`src/rtl/qsub_pkg.sv`:
```
package qsub_pkg;
   typedef enum logic {BANK_A = 1'b0, BANK_B = 1'b1} bank_e;

   function automatic bank_e other_bank(input bank_e b);
      return (b == BANK_A) ? BANK_B : BANK_A;
   endfunction
endpackage

```
`src/rtl/qsub_capture.sv`:
```
module qsub_capture
   import qsub_pkg::*;
#(
   parameter int Q_BITS = 80
) (
   input  logic              clk,
   input  logic              rst_n,
   input  logic              q_bit,
   input  logic              q_stb,
   input  logic              hold,
   input  logic              swap,
   output logic [Q_BITS-1:0] rd_bank,
   output bank_e             wsel
);
   localparam int CW = $clog2(Q_BITS + 1);

   logic [Q_BITS-1:0] bank_q [2];
   logic [CW-1:0]     cnt;
   logic              wr_ok;

   assign wr_ok = q_stb && !hold && !swap && (cnt < CW'(Q_BITS));

   always_ff @(posedge clk) begin
      if (!rst_n) begin
         wsel <= BANK_A;
         cnt  <= '0;
      end else if (swap) begin
         wsel <= other_bank(wsel);
         cnt  <= '0;
      end else if (wr_ok) begin
         cnt  <= cnt + 1'b1;
      end
   end

   for (genvar g = 0; g < 2; g++) begin : g_bank
      always_ff @(posedge clk) begin
         if (!rst_n)
            bank_q[g] <= '0;
         else if (wr_ok && (wsel == bank_e'(g)))
            bank_q[g][cnt] <= q_bit;
      end
   end

   assign rd_bank = (wsel == BANK_A) ? bank_q[1] : bank_q[0];

   assert_cnt_range_R2: assert property (@(posedge clk) disable iff (!rst_n)
      cnt <= CW'(Q_BITS));
endmodule

```
`src/rtl/qsub_window.sv`:
```
module qsub_window #(
   parameter int WIN_FRAMES = 80
) (
   input  logic clk,
   input  logic rst_n,
   input  logic open_go,
   input  logic close_go,
   input  logic frame_tick,
   output logic win
);
   localparam int FW = $clog2(WIN_FRAMES + 1);

   logic [FW-1:0] fcnt;

   always_ff @(posedge clk) begin
      if (!rst_n) begin
         win  <= 1'b0;
         fcnt <= '0;
      end else if (close_go) begin
         win  <= 1'b0;
      end else if (open_go) begin
         win  <= 1'b1;
         fcnt <= '0;
      end else if (win && frame_tick) begin
         if (fcnt == FW'(WIN_FRAMES - 1))
            win <= 1'b0;
         else
            fcnt <= fcnt + 1'b1;
      end
   end

   assert_win_len_R4: assert property (@(posedge clk) disable iff (!rst_n)
      win |-> (fcnt < FW'(WIN_FRAMES)));
endmodule

```
`src/rtl/qsub_reader.sv`:
```
module qsub_reader #(
   parameter int Q_BITS  = 80,
   parameter int NIB     = 4,
   parameter int MIN_GAP = 8
) (
   input  logic              clk,
   input  logic              rst_n,
   input  logic              start,
   input  logic              abort,
   input  logic              rclk,
   input  logic [Q_BITS-1:0] rd_bank,
   output logic [NIB-1:0]    bus,
   output logic              active
);
   localparam int WORDS = Q_BITS / NIB;
   localparam int IW    = (WORDS > 1) ? $clog2(WORDS) : 1;
   localparam int BW    = $clog2(Q_BITS);

   logic [IW-1:0]  idx;
   logic           rclk_q;
   logic           rise;
   logic           gap_ok;
   logic           take;
   logic [NIB-1:0] nib_sel;

   assign rise = rclk & ~rclk_q;
   assign take = start | (rise & active & gap_ok);

   always_comb begin
      for (int j = 0; j < NIB; j++)
         nib_sel[NIB-1-j] = rd_bank[BW'(idx) * BW'(NIB) + BW'(j)];
   end

   if (MIN_GAP > 0) begin : g_gap
      localparam int GW = $clog2(MIN_GAP + 1);
      logic [GW-1:0] gap_q;
      always_ff @(posedge clk) begin
         if (!rst_n)
            gap_q <= GW'(MIN_GAP);
         else if (take)
            gap_q <= '0;
         else if (gap_q < GW'(MIN_GAP))
            gap_q <= gap_q + 1'b1;
      end
      assign gap_ok = (gap_q == GW'(MIN_GAP));
   end else begin : g_nogap
      assign gap_ok = 1'b1;
   end

   always_ff @(posedge clk) begin
      if (!rst_n) begin
         rclk_q <= 1'b0;
         active <= 1'b0;
         idx    <= '0;
         bus    <= '0;
      end else begin
         rclk_q <= rclk;
         if (start) begin
            active <= 1'b1;
            idx    <= '0;
            bus    <= '0;
         end else if (abort && active) begin
            active <= 1'b0;
         end else if (rise) begin
            if (!active) begin
               bus <= '0;
            end else if (gap_ok) begin
               bus <= nib_sel;
               if (idx == IW'(WORDS - 1))
                  active <= 1'b0;
               else
                  idx <= idx + 1'b1;
            end
         end
      end
   end

   assert_idx_range_R7: assert property (@(posedge clk) disable iff (!rst_n)
      active |-> (idx < IW'(WORDS)));

   assert_early_edge_hold_R8: assert property (@(posedge clk) disable iff (!rst_n)
      (active && rise && !gap_ok && !start) |=> $stable(bus));
endmodule

```
`src/rtl/qsub_dbuf.sv`:
```
module qsub_dbuf
   import qsub_pkg::*;
#(
   parameter int Q_BITS     = 80,
   parameter int NIB        = 4,
   parameter int WIN_FRAMES = 80,
   parameter int MIN_GAP    = 8
) (
   input  logic           clk,
   input  logic           rst_n,
   input  logic           q_bit,
   input  logic           q_stb,
   input  logic           blk_done,
   input  logic           frame_tick,
   input  logic           track_busy,
   input  logic           rd_cmd,
   input  logic           rd_clk,
   output logic [NIB-1:0] rd_bus,
   output logic           rd_rdy_n
);
   if ((Q_BITS % NIB) != 0 || Q_BITS < NIB) begin : g_bad_width
      $error("Q_BITS must be a positive multiple of NIB");
   end
   if (WIN_FRAMES < 1 || MIN_GAP < 0) begin : g_bad_timing
      $error("WIN_FRAMES must be at least 1 and MIN_GAP not negative");
   end

   logic [Q_BITS-1:0] rd_bank;
   bank_e             wsel;
   logic              win;
   logic              rd_active;
   logic              pend_q;
   logic              swap_go;
   logic              cmd_ok;

   assign swap_go  = !rd_active && (blk_done || pend_q);
   assign cmd_ok   = rd_cmd && win && !track_busy;
   assign rd_rdy_n = ~win;

   always_ff @(posedge clk) begin
      if (!rst_n)
         pend_q <= 1'b0;
      else if (swap_go)
         pend_q <= 1'b0;
      else if (blk_done && rd_active)
         pend_q <= 1'b1;
   end

   qsub_capture #(.Q_BITS(Q_BITS)) u_cap (
      .clk     (clk),
      .rst_n   (rst_n),
      .q_bit   (q_bit),
      .q_stb   (q_stb),
      .hold    (pend_q),
      .swap    (swap_go),
      .rd_bank (rd_bank),
      .wsel    (wsel)
   );

   qsub_window #(.WIN_FRAMES(WIN_FRAMES)) u_win (
      .clk        (clk),
      .rst_n      (rst_n),
      .open_go    (swap_go && !track_busy),
      .close_go   (track_busy || cmd_ok),
      .frame_tick (frame_tick),
      .win        (win)
   );

   qsub_reader #(.Q_BITS(Q_BITS), .NIB(NIB), .MIN_GAP(MIN_GAP)) u_rd (
      .clk     (clk),
      .rst_n   (rst_n),
      .start   (cmd_ok),
      .abort   (track_busy),
      .rclk    (rd_clk),
      .rd_bank (rd_bank),
      .bus     (rd_bus),
      .active  (rd_active)
   );

   assert_busy_blocks_R5: assert property (@(posedge clk) disable iff (!rst_n)
      track_busy |=> rd_rdy_n);

   assert_window_read_excl_R6: assert property (@(posedge clk) disable iff (!rst_n)
      $onehot0({win, rd_active}));

   assert_no_swap_in_read_R10: assert property (@(posedge clk) disable iff (!rst_n)
      (rd_active && $past(rd_active)) |-> $stable(wsel));
endmodule

```
`config.mk`:
```
export PLATFORM = sky130hd
export DESIGN_NAME = qsub_dbuf
export DESIGN_NICKNAME = d
export VERILOG_FILES = /design/src/rtl/qsub_pkg.sv /design/src/rtl/qsub_capture.sv /design/src/rtl/qsub_window.sv /design/src/rtl/qsub_reader.sv /design/src/rtl/qsub_dbuf.sv
export SDC_FILE = /design/constraint.sdc
export NUM_CORES = 1
export LEC_CHECK = 0
export ABC_AREA = 1
export ABC_CLOCK_PERIOD_IN_PS = 1750
export BUFFER_PORTS_ARGS = -buffer_cell sky130_fd_sc_hd__clkbuf_2
export CORE_ASPECT_RATIO = 0.75
export CORE_UTILIZATION = 30
export DETAILED_ROUTE_END_ITERATION = 7
export PLACE_DENSITY = 0.53
export SKIP_LAST_GASP = 1
export SLEW_MARGIN = 20
export SYNTH_ARGS = -nofsm -noshare
export SYNTH_HDL_FRONTEND = slang
export SYNTH_SLANG_ARGS = --single-unit
```
`constraint.sdc`:
```
create_clock -name clk -period 1.75 [get_ports clk]
set_input_delay 0.0875 -clock clk [delete_from_list [all_inputs] [get_ports clk]]
set_output_delay 0.0875 -clock clk [all_outputs]
set_load 0.05 [all_outputs]
```
==> qor.yml, run 1 <==
fp.dieArea_um2: 35100
hold_violations: 0
htreeDepth: 4
antenna_found_initial: 0
layout_commonest_cell: "nand2_1"
crit_top_cell: "buf_4"
regArea_um2: 5460
grt_max_degree: 115
min_period_over_period_pct: 109
drv_cap: 0
relSlewSlack_pct: 54.0
cts_tree: "built"
grt_pass1_wl_mm: 48.8
drtIter0Drc: 906
critical_path_class: "register to register"
fmax_mhz: 522
initial_core_util_pct: 30.6
layout.nets: 1450
synth_warnings: 0
layout-drive-gt1-share_pct: 37.4
core_area_um2: 33700
fin_total_pwr_w: 0.0104
synth_area_um2: 10300
yosysSeqAreaShare_pct: 52.9
dpl.hpwl_mm: 19.1
setup_viol: 190
leakagePower_nw: 6.40
startpoint_type: "register"
slowest_delay_ps: 330
async_flop_share_pct: 0
die_h_um: 162
end_kind: "register"
stdcell_count: 1899
cp_num_buf_inv: 5
ios: 14
clock_skew_ps: 10.3
clk_latency_ps: 460
grt_usage_pct: 18.5
cp_top_family: "simple AND/OR/NAND/NOR gates"
fin_ws_ps: -164
vias_per_cell: 5.00
synth-seq-cells: 192
numCtsBuffers: 17
worstReg2RegEnd: "u_cap.bank_q[0][21]$_DFFE_PP_"
vias: 9486
layout_common_cells: "nand2_1, nor2_1, edfxtp_1"
multi_input_area_um2: 5730
syn_nets: 1347
area_growth_pct: 42.4
report.final.slew_viol_count: 0
holdCritPathClass: "primary input to register"
r2r_cells: 10
dr.pass1.iters: 5
final_util_pct: 43.6
avgSynthCellArea_um2: 7.73
worstPathRequired_ps: 1920
crit_fanout: 8
arrival_ps: 2080
grt_pass1_vias: 8686
r2r_start: "u_cap.cnt[4]$_SDFFE_PP0N_"
crit_chain: "inv_2 -> buf_4 -> buf_4 -> buf_4 -> nor2_1 -> nand2_1 -> buf_4 -> nor2_1 -> nand2_2 -> nand2_1"
rsz0062_at_grt: "yes"
dp_cells: 1811
worst_pin_slew_ps: 691
path_depth: 10
period_needed_ps: 1910
num_rows: 58
gp_congestion: 0.798
vdd_ir_drop_max_uv: 449
drc: 0
cts_buffer_depth: 2
synthCells: 1333
nFillCells: 3281
cts.sinks: 192
clk_pin_slew_ps: 70
crit_start: "u_cap.cnt[4]$_SDFFE_PP0N_"
status: "finished, violations left"
synth_flop_cell: "edfxtp_1"
whs_path_depth: 4
drtAntennaViolNets: 0
slowest_stage: "dfxtp_2"
clock-root-buffer: "clkbuf_16"
n_antenna_cell: 0
violations: "setup timing"
synth_edf_count: 160
r2r_slack_ps: -160
yosys.cell_types.count: 31
numPortBuffers: 13
powerDensity_nw_per_um2: 707
totalWireLength_mm: 33.8
fp.dieW_um: 216
cp-endpoint: "u_cap.bank_q[0][21]$_DFFE_PP_"
wl_per_cell_um: 17.8
grt-ovfl-total: 0
==> cells by family after synthesis <==
kind of cell | Yosys count | synth area share, %
AO/OA/AOI/OAI | 89 | 4.77
AND/OR/NAND/NOR | 916 | 35.5
flip-flops | 192 | 52.9
adder cells (fa/ha/maj) | 5 | 0.607
XOR/XNOR | 2 | 0.170
buffers and inverters | 129 | 6.05
==> final cells by class <==
class                      count  share of cell area [%]
multi-input combinational   1012                    39.0
sequential                   192                    37.2
timing repair buffer         166                    14.7
tap                          450                    3.84
clock buffer                  22                    3.03
inverter                      47                    1.42
clock inverter                10                   0.759
==> layer usage <==
metal	track usage (%)	routed length, um	part of all wire, %	vias up
li1	-	-	-	4567
met1	26.6	15900	47	4592
met3	3.45	2090	6.2	45
met5	0	0	0	-
met4	6.75	678	2.0	0
met2	27.4	15100	45	282
==> metrics by stage <==
step           TNS [ps]  setup slack [ps]  instance area, um^2  hold slack, ps
2_1_floorplan     -9830             -78.7                10600             166
3_3_place_gp      -2230             -70.8                11800             294
3_5_place_dp      -4150              -125                11800             297
4_1_cts           -4400             -95.2                12900             102
5_1_grt          -39640              -237                14700             145
6_report         -16090              -164                14700             119
==> worst register-to-register path, stage by stage (launching register included) <==
cell and delay (ps):
dfxtp_2 330, inv_2 40, buf_4 120, buf_4 120
buf_4 130, nor2_1 150, nand2_1 80, buf_4 200
nor2_1 290, nand2_2 90, nand2_1 70
==> synthesized netlist by cell type, types with 2 or more instances <==
| cell | instances | area, um^2 |
|---|---|---|
| nand2_1 | 496 | 1860 |
| nor2_1 | 269 | 1010 |
| edfxtp_1 | 160 | 4800 |
| nand3_1 | 128 | 641 |
| clkbuf_1 | 53 | 199 |
| a21oi_1 | 41 | 205 |
| inv_1 | 37 | 139 |
| dfxtp_1 | 32 | 641 |
| o21ai_0 | 29 | 145 |
| buf_6 | 17 | 191 |
| nor3_1 | 15 | 75.1 |
| buf_2 | 7 | 35.0 |
| inv_2 | 6 | 22.5 |
| buf_1 | 5 | 18.8 |
| ha_1 | 5 | 62.6 |
| o211ai_1 | 4 | 30.0 |
| o221ai_1 | 4 | 35.0 |
| o22ai_1 | 4 | 25.0 |
| clkinv_1 | 3 | 11.3 |
| nor3b_1 | 3 | 22.5 |
| a211oi_1 | 2 | 15.0 |
| a31oi_1 | 2 | 12.5 |
| nor3_4 | 2 | 32.5 |
| xor2_1 | 2 | 17.5 |
==> flip-flops by register name, indices dropped and copies added, names as in the netlist <==
signal / cells
u_cap.cnt: 7
u_rd.g_gap.gap_q: 4
u_win.win: 1
u_rd.idx: 5
u_cap.wsel: 1
u_win.fcnt: 7
u_rd.rclk_q: 1
u_rd.active: 1
u_cap.bank_q: 160
u_rd.bus: 4
pend_q: 1
==> power breakdown <==
part           internal (W)  switching, W  leakage (nW)
Clock               0.00210       0.00182         0.264
Combinational      0.000542      0.000766          4.27
Sequential          0.00509     0.0000598          1.87
==> timing repair <==
| action | CTS | global route |
|---|---|---|
| setup endpoints to repair | 133 | 261 |
| gates cloned | 5 | 18 |
| resized for setup | 71 | 299 |
| setup buffers | 9 | 19 |
| pin swaps | 0 | 37 |
| endpoints found under the hold margin | 4 | 0 |
| hold buffers | 6 | 0 |
==> how the worst min path moves through the flow <==
stage,from,to,slack [ps]
after floorplan,track_busy,u_rd.active$_SDFFE_PN0P_,170
after global placement,rd_clk,u_rd.rclk_q$_SDFF_PN0_,290
after detailed placement,rd_clk,u_rd.rclk_q$_SDFF_PN0_,300
after CTS,rst_n,u_win.fcnt[1]$_SDFFE_PN0P_,100
after global routing,rst_n,u_win.fcnt[1]$_SDFFE_PN0P_,150
final,rst_n,u_win.fcnt[1]$_SDFFE_PN0P_,120
No activity file was read; power rests on OpenSTA's default activity.
==> inputs of run 2 (changes only) <==
--- a/config.mk
+++ b/config.mk
@@ -5,7 +5,6 @@
 export SDC_FILE = /design/constraint.sdc
 export NUM_CORES = 1
 export LEC_CHECK = 0
-export ABC_AREA = 1
 export ABC_CLOCK_PERIOD_IN_PS = 1750
 export BUFFER_PORTS_ARGS = -buffer_cell sky130_fd_sc_hd__clkbuf_2
 export CORE_ASPECT_RATIO = 0.75
@@ -13,7 +12,6 @@
 export DETAILED_ROUTE_END_ITERATION = 7
 export PLACE_DENSITY = 0.53
 export SKIP_LAST_GASP = 1
-export SLEW_MARGIN = 20
 export SYNTH_ARGS = -nofsm -noshare
 export SYNTH_HDL_FRONTEND = slang
 export SYNTH_SLANG_ARGS = --single-unit
==> run 2 against run 1 <==
Effect of this change:
- the flow still finishes with violations (setup timing)
- synthesized area shrank 7.2%
- worst hold slack gained 30 ps
- clock-buffer cell count shrank 5
- cell count is 29% lower
- synthesized cell count shrank 35%
- critical path depth down 5
- final area is 18% lower
- first-iteration DRC count is 22% lower
- routed wire length shrank 24%
==> qor.yml, run 2 <==
largest_register_ff_count: 160  # unchanged
wl_per_cell_um: 19.1  # was 17.8 um
end_kind: "register"  # unchanged
grt_max_degree: 168  # was 115
rsz0062_at_grt: "yes"  # unchanged
synth_top_cells_by_count: "nor2_1, o21ai_0, edfxtp_1"  # was nand2_1, nor2_1, edfxtp_1
whs_path_depth: 4  # unchanged
fp.dieW_um: 208  # was 216 um
r2r_slack_ps: -130  # was -160 ps
n_antenna_cell: 0  # unchanged
relSlewSlack_pct: 44.2  # was 54.0%
pwr-share-seq_pct: 51.9  # was 49.7%
min_period_over_period_pct: 107  # was 109%
cts_tree: "built"  # unchanged
yosys.cell_types.count: 51  # was 31
htreeDepth: 4  # unchanged
largest_registers: "u_cap.bank_q (160), u_cap.cnt (7), u_win.fcnt (7)"  # unchanged
setup_viol: 2  # was 190
dp_cells: 1305  # was 1811
holdCritPathClass: "primary input to register"  # unchanged
dr.pass1.iters: 5  # unchanged
arrival_ps: 2210  # was 2080 ps
leakagePower_nw: 4.06  # was 6.40 nW
clockPowerShare_pct: 40.3  # was 37.7%
fin_total_pwr_w: 0.0100  # was 0.0104 W
drtAntennaViolNets: 0  # unchanged
fin_tns_setup_ps: -235  # was -16090 ps
numCtsBuffers: 17  # unchanged
slowest_delay_ps: 550  # was 330 ps
drtIter0Drc: 703  # was 906
num_rows: 56  # was 58
initial_core_util_pct: 30.5  # was 30.6%
crit_top_cell: "mux4_2"  # was buf_4
synth_most_common_cell: "nor2_1"  # was nand2_1
clock_skew_ps: 9.80  # was 10.3 ps
fmax_mhz: 533  # was 522 MHz
totalWireLength_mm: 25.8  # was 33.8 mm
regArea_um2: 5460  # about the same
crit_chain: "buf_12 -> mux4_2 -> mux4_2 -> o21ai_2 -> o21ai_1"  # was inv_2 -> buf_4 -> buf_4 -> buf_4 -> nor2_1 -> nand2_1 -> buf_4 -> nor2_1 -> nand2_2 -> nand2_1
grt_pass1_wl_mm: 39.5  # was 48.8 mm
core_area_um2: 31300  # was 33700 um^2
numPortBuffers: 13  # unchanged
top_register: "u_cap.bank_q"  # unchanged
clock-root-buffer: "clkbuf_16"  # unchanged
critical_path_class: "register to register"  # unchanged
worst_pin_slew_ps: 837  # was 691 ps
period_needed_ps: 1880  # was 1910 ps
layout_common_cells: "nor2_1, edfxtp_1, o21ai_1"  # was nand2_1, nor2_1, edfxtp_1
grt_pass1_vias: 6685  # was 8686
vias: 7012  # was 9486
fp.dieArea_um2: 32600  # was 35100 um^2
r2r_cells: 5  # was 10
worstReg2RegEnd: "u_rd.bus[3]$_SDFFE_PP0P_"  # was u_cap.bank_q[0][21]$_DFFE_PP_
violations: "setup timing"  # unchanged
yosysSeqAreaShare_pct: 56.9  # was 52.9%
synthCells: 862  # was 1333
synth_edf_count: 160  # unchanged
powerDensity_nw_per_um2: 836  # was 707 nW/um^2
slowest_stage: "mux4_2"  # was dfxtp_2
stdcell_count: 1354  # was 1899
fin_hold_ws_ps: 149  # was 119 ps
gp_congestion: 0.792  # was 0.798
final_util_pct: 38.3  # was 43.6%
dpl.hpwl_mm: 16.6  # was 19.1 mm
yosys.area.top_type_share_pct: 50.2  # was 46.6%
layout_commonest_cell: "nor2_1"  # was nand2_1
intPower_w: 0.00775  # was 0.00774 W
async_flop_share_pct: 0  # unchanged
vias_per_cell: 5.18  # was 5.00
nFillCells: 2979  # was 3281
clk_latency_ps: 450  # was 460 ps
drv_cap: 0  # unchanged
clk_pin_slew_ps: 70  # about the same
startpoint_type: "register"  # unchanged
crit_fanout: 9  # was 8
hold_violations: 0  # unchanged
pwr-share-comb_pct: 7.9  # was 12.6%
layout-drive-gt1-share_pct: 29.9  # was 37.4%
power.switching_w: 0.00228  # was 0.00264 W
drc: 0  # unchanged
worstPathRequired_ps: 2090  # was 1920 ps
ios: 14  # unchanged
worstHoldStart: "track_busy"  # was rst_n
synth-seq-cells: 192  # unchanged
syn_nets: 876  # was 1347
synth_warnings: 0  # unchanged
grt_usage_pct: 16.2  # was 18.5%
synth_area_leaders: "edfxtp_1, o21ai_0, nor2_1"  # was edfxtp_1, nand2_1, nor2_1
multi_input_area_um2: 4130  # was 5730 um^2
antenna_found_initial: 0  # unchanged
status: "finished, violations left"  # unchanged
synth_top_area_cell: "edfxtp_1"  # unchanged
grt-ovfl-total: 0  # unchanged
avgSynthCellArea_um2: 11.1  # was 7.73 um^2
report.final.slew_viol_count: 0  # unchanged
r2r_start: "u_rd.idx[0]$_SDFFE_PP0P_"  # was u_cap.cnt[4]$_SDFFE_PP0N_
vdd_ir_drop_max_uv: 519  # was 449 uV
cts.sinks: 192  # unchanged
synth_area_um2: 9560  # was 10300 um^2
area_growth_pct: 25.3  # was 42.4%
fin_ws_ps: -126  # was -164 ps
die_h_um: 157  # was 162 um
layout.nets: 949  # was 1450
synth_flop_cell: "edfxtp_1"  # unchanged
cts_buffer_depth: 2  # unchanged
hold_end: "u_win.fcnt[0]$_SDFFE_PN0P_"  # was u_win.fcnt[1]$_SDFFE_PN0P_
switching_share_pct: 22.7  # was 25.5%
==> run 2: cell count changes after synthesis, sizes merged, moves of 25 or more <==
cell / change
nand2: -441
a21oi: -34
mux4: +35
o21ai: +144
nand3: -122
mux2i: +25
inv: -38
nor2: -77
==> run 2: worst max-delay path: cells and delay by family, from the launching register on <==
family | cells | cell delay, ps
buffers and inverters | 1 | 150
DFF | 1 | 360
muxes | 2 | 1050
AOI/OAI and AO/OA | 2 | 200
==> run 2: how the worst max path moves through the flow <==
| stage | from | endpoint | slack [ps] | cells past startpoint |
|---|---|---|---|---|
| global placement | u_rd.idx[0]$_SDFFE_PP0P_ | u_rd.bus[1]$_SDFFE_PP0P_ | -230 | 6 |
| floorplan | u_cap.cnt[4]$_SDFFE_PP0N_ | u_cap.bank_q[1][16]$_SDFFCE_PN0P_ | -30 | 6 |
| detailed placement | u_rd.idx[0]$_SDFFE_PP0P_ | u_rd.bus[1]$_SDFFE_PP0P_ | -240 | 6 |
| global route | u_rd.idx[0]$_SDFFE_PP0P_ | u_rd.bus[3]$_SDFFE_PP0P_ | -170 | 5 |
| finish | u_rd.idx[0]$_SDFFE_PP0P_ | u_rd.bus[3]$_SDFFE_PP0P_ | -130 | 5 |
| CTS | u_rd.idx[0]$_SDFFE_PP0P_ | u_rd.bus[3]$_SDFFE_PP0P_ | -130 | 5 |
==> run 2: cell type report <==
| type | count | area share [%] |
|---|---|---|
| flip-flops and latches | 192 | 45.5 |
| multi-input cells | 591 | 34.5 |
| repair buffers | 127 | 10.6 |
| well taps | 406 | 4.24 |
| clock buffers | 17 | 3.55 |
| clock inverters | 15 | 1.42 |
| inverters | 6 | 0.188 |
==> run 2: metal layers <==
layer	vias to the layer above	GRT usage [%]	routed length, um
li1	3283	-	-
met1	3514	23.9	12700
met2	195	24.3	11300
met3	20	3.29	1580
met4	0	3.84	233
met5	-	0	0
==> run 2: logic make-up (layout without fill, tap and decap cells) <==
logic type | Yosys count | after routing | share of synthesized area, %
muxes | 60 | 60 | 11.2
and+or+nand+nor | 301 | 301 | 14.2
buffers and inverters | 79 | 165 | 3.69
adders and majority gates | 5 | 5 | 0.654
AOI/OAI and AO/OA | 209 | 209 | 11.9
DFF | 192 | 192 | 56.9
xor gates and xnor gates | 16 | 16 | 1.47
==> run 2: power by group through the flow <==
stage          logic, W  clock network (W)  registers, W
6_report       0.000789            0.00404       0.00520
5_1_grt        0.000853            0.00426       0.00521
4_1_cts        0.000748            0.00410       0.00519
3_5_place_dp   0.000671                  0       0.00530
3_3_place_gp   0.000663                  0       0.00529
2_1_floorplan  0.000462                  0       0.00526
==> run 2: what timing repair did <==
action,4_1_cts,5_1_grt
setup buffers,7,4
endpoints found under the setup margin,160,261
hold endpoints to repair,4,0
cloned,1,1
resized for setup,29,198
hold buffers,7,0
pin swaps,8,10
==> run 2: metrics by stage <==
step,worst slack [ps],area (um^2)
after floorplan,-31.0,9550
after detailed placement,-237,10800
after global placement,-227,10800
after global routing,-170,12000
final,-126,12000
after CTS,-125,11600
==> inputs of run 3 (changes only) <==
--- a/config.mk
+++ b/config.mk
@@ -9,6 +9,7 @@
 export BUFFER_PORTS_ARGS = -buffer_cell sky130_fd_sc_hd__clkbuf_2
 export CORE_ASPECT_RATIO = 0.75
 export CORE_UTILIZATION = 30
+export CTS_CLUSTER_SIZE = 16
 export DETAILED_ROUTE_END_ITERATION = 7
 export PLACE_DENSITY = 0.53
 export SKIP_LAST_GASP = 1
==> constraint.sdc (replaced) <==
create_clock -name clk -period 1.75 [get_ports clk]
set_input_delay 0.35 -clock clk [delete_from_list [all_inputs] [get_ports clk]]
set_output_delay 0.35 -clock clk [all_outputs]
set_load 0.05 [all_outputs]
==> run 3 against run 2 <==
Effect of this change:
- the flow still finishes with violations (setup timing)
- utilization increased by 0.59 points
- sequential power about the same
- non-clock buffer count decreased by 4
- first-iteration DRC count increased by 12%
- via count decreased by 0.11%
- largest cell class unchanged
==> qor.yml, run 3 (synthesis results as in run 2) <==
worstHoldStart: "rd_clk"  # was track_busy
core_area_um2: 31300  # unchanged
antenna_found_initial: 0  # unchanged
power.switching_w: 0.00222  # was 0.00228 W
clockPowerShare_pct: 40.3  # about the same
hold_buffers: 0  # was 7
numPortBuffers: 13  # unchanged
grt-ovfl-total: 0  # unchanged
nFillCells: 2957  # was 2979
powerDensity_nw_per_um2: 834  # was 836 nW/um^2
vdd_ir_drop_max_uv: 622  # was 519 uV
top_register: "u_cap.bank_q"  # unchanged
grt_pass1_wl_mm: 39.6  # was 39.5 mm
clock_skew_ps: 10.0  # was 9.80 ps
area_growth_pct: 27.2  # was 25.3%
final_util_pct: 38.9  # was 38.3%
layout.nets: 945  # was 949
end_kind: "register"  # unchanged
drtAntennaViolNets: 0  # unchanged
fp.dieW_um: 208  # unchanged
r2r_start: "u_rd.idx[0]$_SDFFE_PP0P_"  # unchanged
relSlewSlack_pct: 14.3  # was 44.2%
cts_buffer_depth: 2  # unchanged
worst_pin_slew_ps: 1290  # was 837 ps
cts_tree: "built"  # unchanged
num_rows: 56  # unchanged
grt_usage_pct: 16.1  # was 16.2%
clk_latency_ps: 440  # was 450 ps
dr.pass1.iters: 5  # unchanged
rsz0062_at_grt: "yes"  # unchanged
place_area_um2: 10700  # was 10800 um^2
drv_cap: 0  # unchanged
vias: 7004  # was 7012
dp_cells: 1298  # was 1305
slowest_delay_ps: 560  # was 550 ps
intPower_w: 0.00793  # was 0.00775 W
report.final.slew_viol_count: 0  # unchanged
initial_core_util_pct: 30.5  # unchanged
hold_violations: 0  # unchanged
r2r_slack_ps: -110  # was -130 ps
layout-drive-gt1-share_pct: 33.4  # was 29.9%
crit_start: "u_rd.idx[0]$_SDFFE_PP0P_"  # unchanged
worstReg2RegEnd: "u_rd.bus[3]$_SDFFE_PP0P_"  # unchanged
r2r_cells: 5  # unchanged
layout_common_cells: "nor2_1, edfxtp_1, o21ai_1"  # unchanged
numCtsBuffers: 17  # unchanged
multi_input_area_um2: 4320  # was 4130 um^2
cts.sinks: 192  # unchanged
vias_per_cell: 5.19  # was 5.18
clock-root-buffer: "clkbuf_16"  # unchanged
crit_chain: "buf_12 -> mux4_2 -> mux4_2 -> o21ai_1 -> o21ai_1"  # was buf_12 -> mux4_2 -> mux4_2 -> o21ai_2 -> o21ai_1
clk_pin_slew_ps: 70  # about the same
switching_share_pct: 21.9  # was 22.7%
holdCritPathClass: "primary input to register"  # unchanged
hold_end: "u_rd.rclk_q$_SDFF_PN0_"  # was u_win.fcnt[0]$_SDFFE_PN0P_
fp.dieArea_um2: 32600  # unchanged
largest_register_ff_count: 160  # unchanged
slowest_stage: "mux4_2"  # unchanged
gp_congestion: 0.788  # was 0.792
leakagePower_nw: 4.17  # was 4.06 nW
totalWireLength_mm: 25.8  # about the same
cp_num_buf_inv: 1  # unchanged
ios: 14  # unchanged
drtIter0Drc: 788  # was 703
period_needed_ps: 1860  # was 1880 ps
startpoint_type: "register"  # unchanged
stdcell_count: 1350  # was 1354
arrival_ps: 2190  # was 2210 ps
setup_viol: 34  # was 2
largest_registers: "u_cap.bank_q (160), u_cap.cnt (7), u_win.fcnt (7)"  # unchanged
finalInstanceArea_um2: 12200  # was 12000 um^2
die_h_um: 157  # unchanged
grt_max_degree: 100  # was 168
dpl.hpwl_mm: 16.2  # was 16.6 mm
critical_path_class: "register to register"  # unchanged
pwr-share-comb_pct: 8.5  # was 7.9%
drc: 0  # unchanged
pwr-share-seq_pct: 51.2  # was 51.9%
whs_path_depth: 2  # was 4
status: "finished, violations left"  # unchanged
n_antenna_cell: 0  # unchanged
crit_fanout: 9  # unchanged
grt_pass1_vias: 6709  # was 6685
layout_commonest_cell: "nor2_1"  # unchanged
wl_per_cell_um: 19.1  # about the same
cp_top_family: "multiplexers"  # unchanged
worstPathRequired_ps: 2080  # was 2090 ps
fin_ws_ps: -105  # was -126 ps
htreeDepth: 4  # unchanged
violations: "setup timing"  # unchanged
regArea_um2: 5460  # about the same
min_period_over_period_pct: 106  # was 107%
fmax_mhz: 539  # was 533 MHz
run 3: cell types whose count changed in the layout (fill, tap and decap cells not counted), moves of 5 or more:
cell and delta:
dlygate4sd3_1 -7, nand2_1 -7, nand2_8 +5, nor2_1 +7
nor2_2 -7, o21ai_0 -25, o21ai_1 -15, o21ai_2 +38
run 3: routing by layer:
layer | vias to the layer above | routed length (um) | global-route usage (%) | share of wire (%)
met5 | - | 0 | 0 | 0
met4 | 0 | 175 | 4.06 | 0.68
met3 | 14 | 1250 | 2.53 | 4.8
met2 | 155 | 11700 | 24.7 | 45
met1 | 3542 | 12700 | 23.7 | 49
li1 | 3293 | - | - | -
run 3: worst max-delay path by stage:
stage	slack, ps	to	cells after the start
CTS	-110	u_rd.bus[3]$_SDFFE_PP0P_	5
global placement	-300	u_cap.bank_q[0][25]$_DFFE_PP_	7
detailed placement	-350	u_cap.bank_q[0][17]$_DFFE_PP_	7
finish	-110	u_rd.bus[3]$_SDFFE_PP0P_	5
global route	-160	u_rd.bus[3]$_SDFFE_PP0P_	5
floorplan	-30	u_cap.bank_q[1][16]$_SDFFCE_PN0P_	6
run 3: timing repair:
item | in CTS | in global routing
pin swaps | 4 | 12
cloned | 2 | 3
resized for setup | 110 | 195
endpoints found under the setup margin | 164 | 210
hold endpoints to repair | 0 | 0
buffers inserted | 7 | 8
run 3: area by class of cell:
cell class	count	share of cell area, %
sequential	192	44.8
tap	406	4.17
multi-input combinational	591	35.5
clock inverter	14	1.41
timing repair buffer	123	10.4
inverter	6	0.185
clock buffer	18	3.53
run 3: per-stage QoR:
step | TNS [ps] | total power [W] | hold WS, ps | setup WS (ps)
6_report | -1580 | 0.0101 | 146 | -105
5_1_grt | -3830 | 0.0105 | 147 | -161
4_1_cts | -659 | 0.0101 | 133 | -114
3_5_place_dp | -36580 | 0.00596 | 519 | -349
3_3_place_gp | -38570 | 0.00595 | 511 | -302
2_1_floorplan | -1590 | 0.00572 | 454 | -31.0
run 3: power by group through the flow:
stage                     clock [W]  sequential [W]  combinational, W
after floorplan                   0         0.00526          0.000462
after global placement            0         0.00528          0.000661
after detailed placement          0         0.00529          0.000667
after CTS                   0.00415         0.00519          0.000733
after global routing        0.00434         0.00521          0.000926
final                       0.00409         0.00519          0.000861
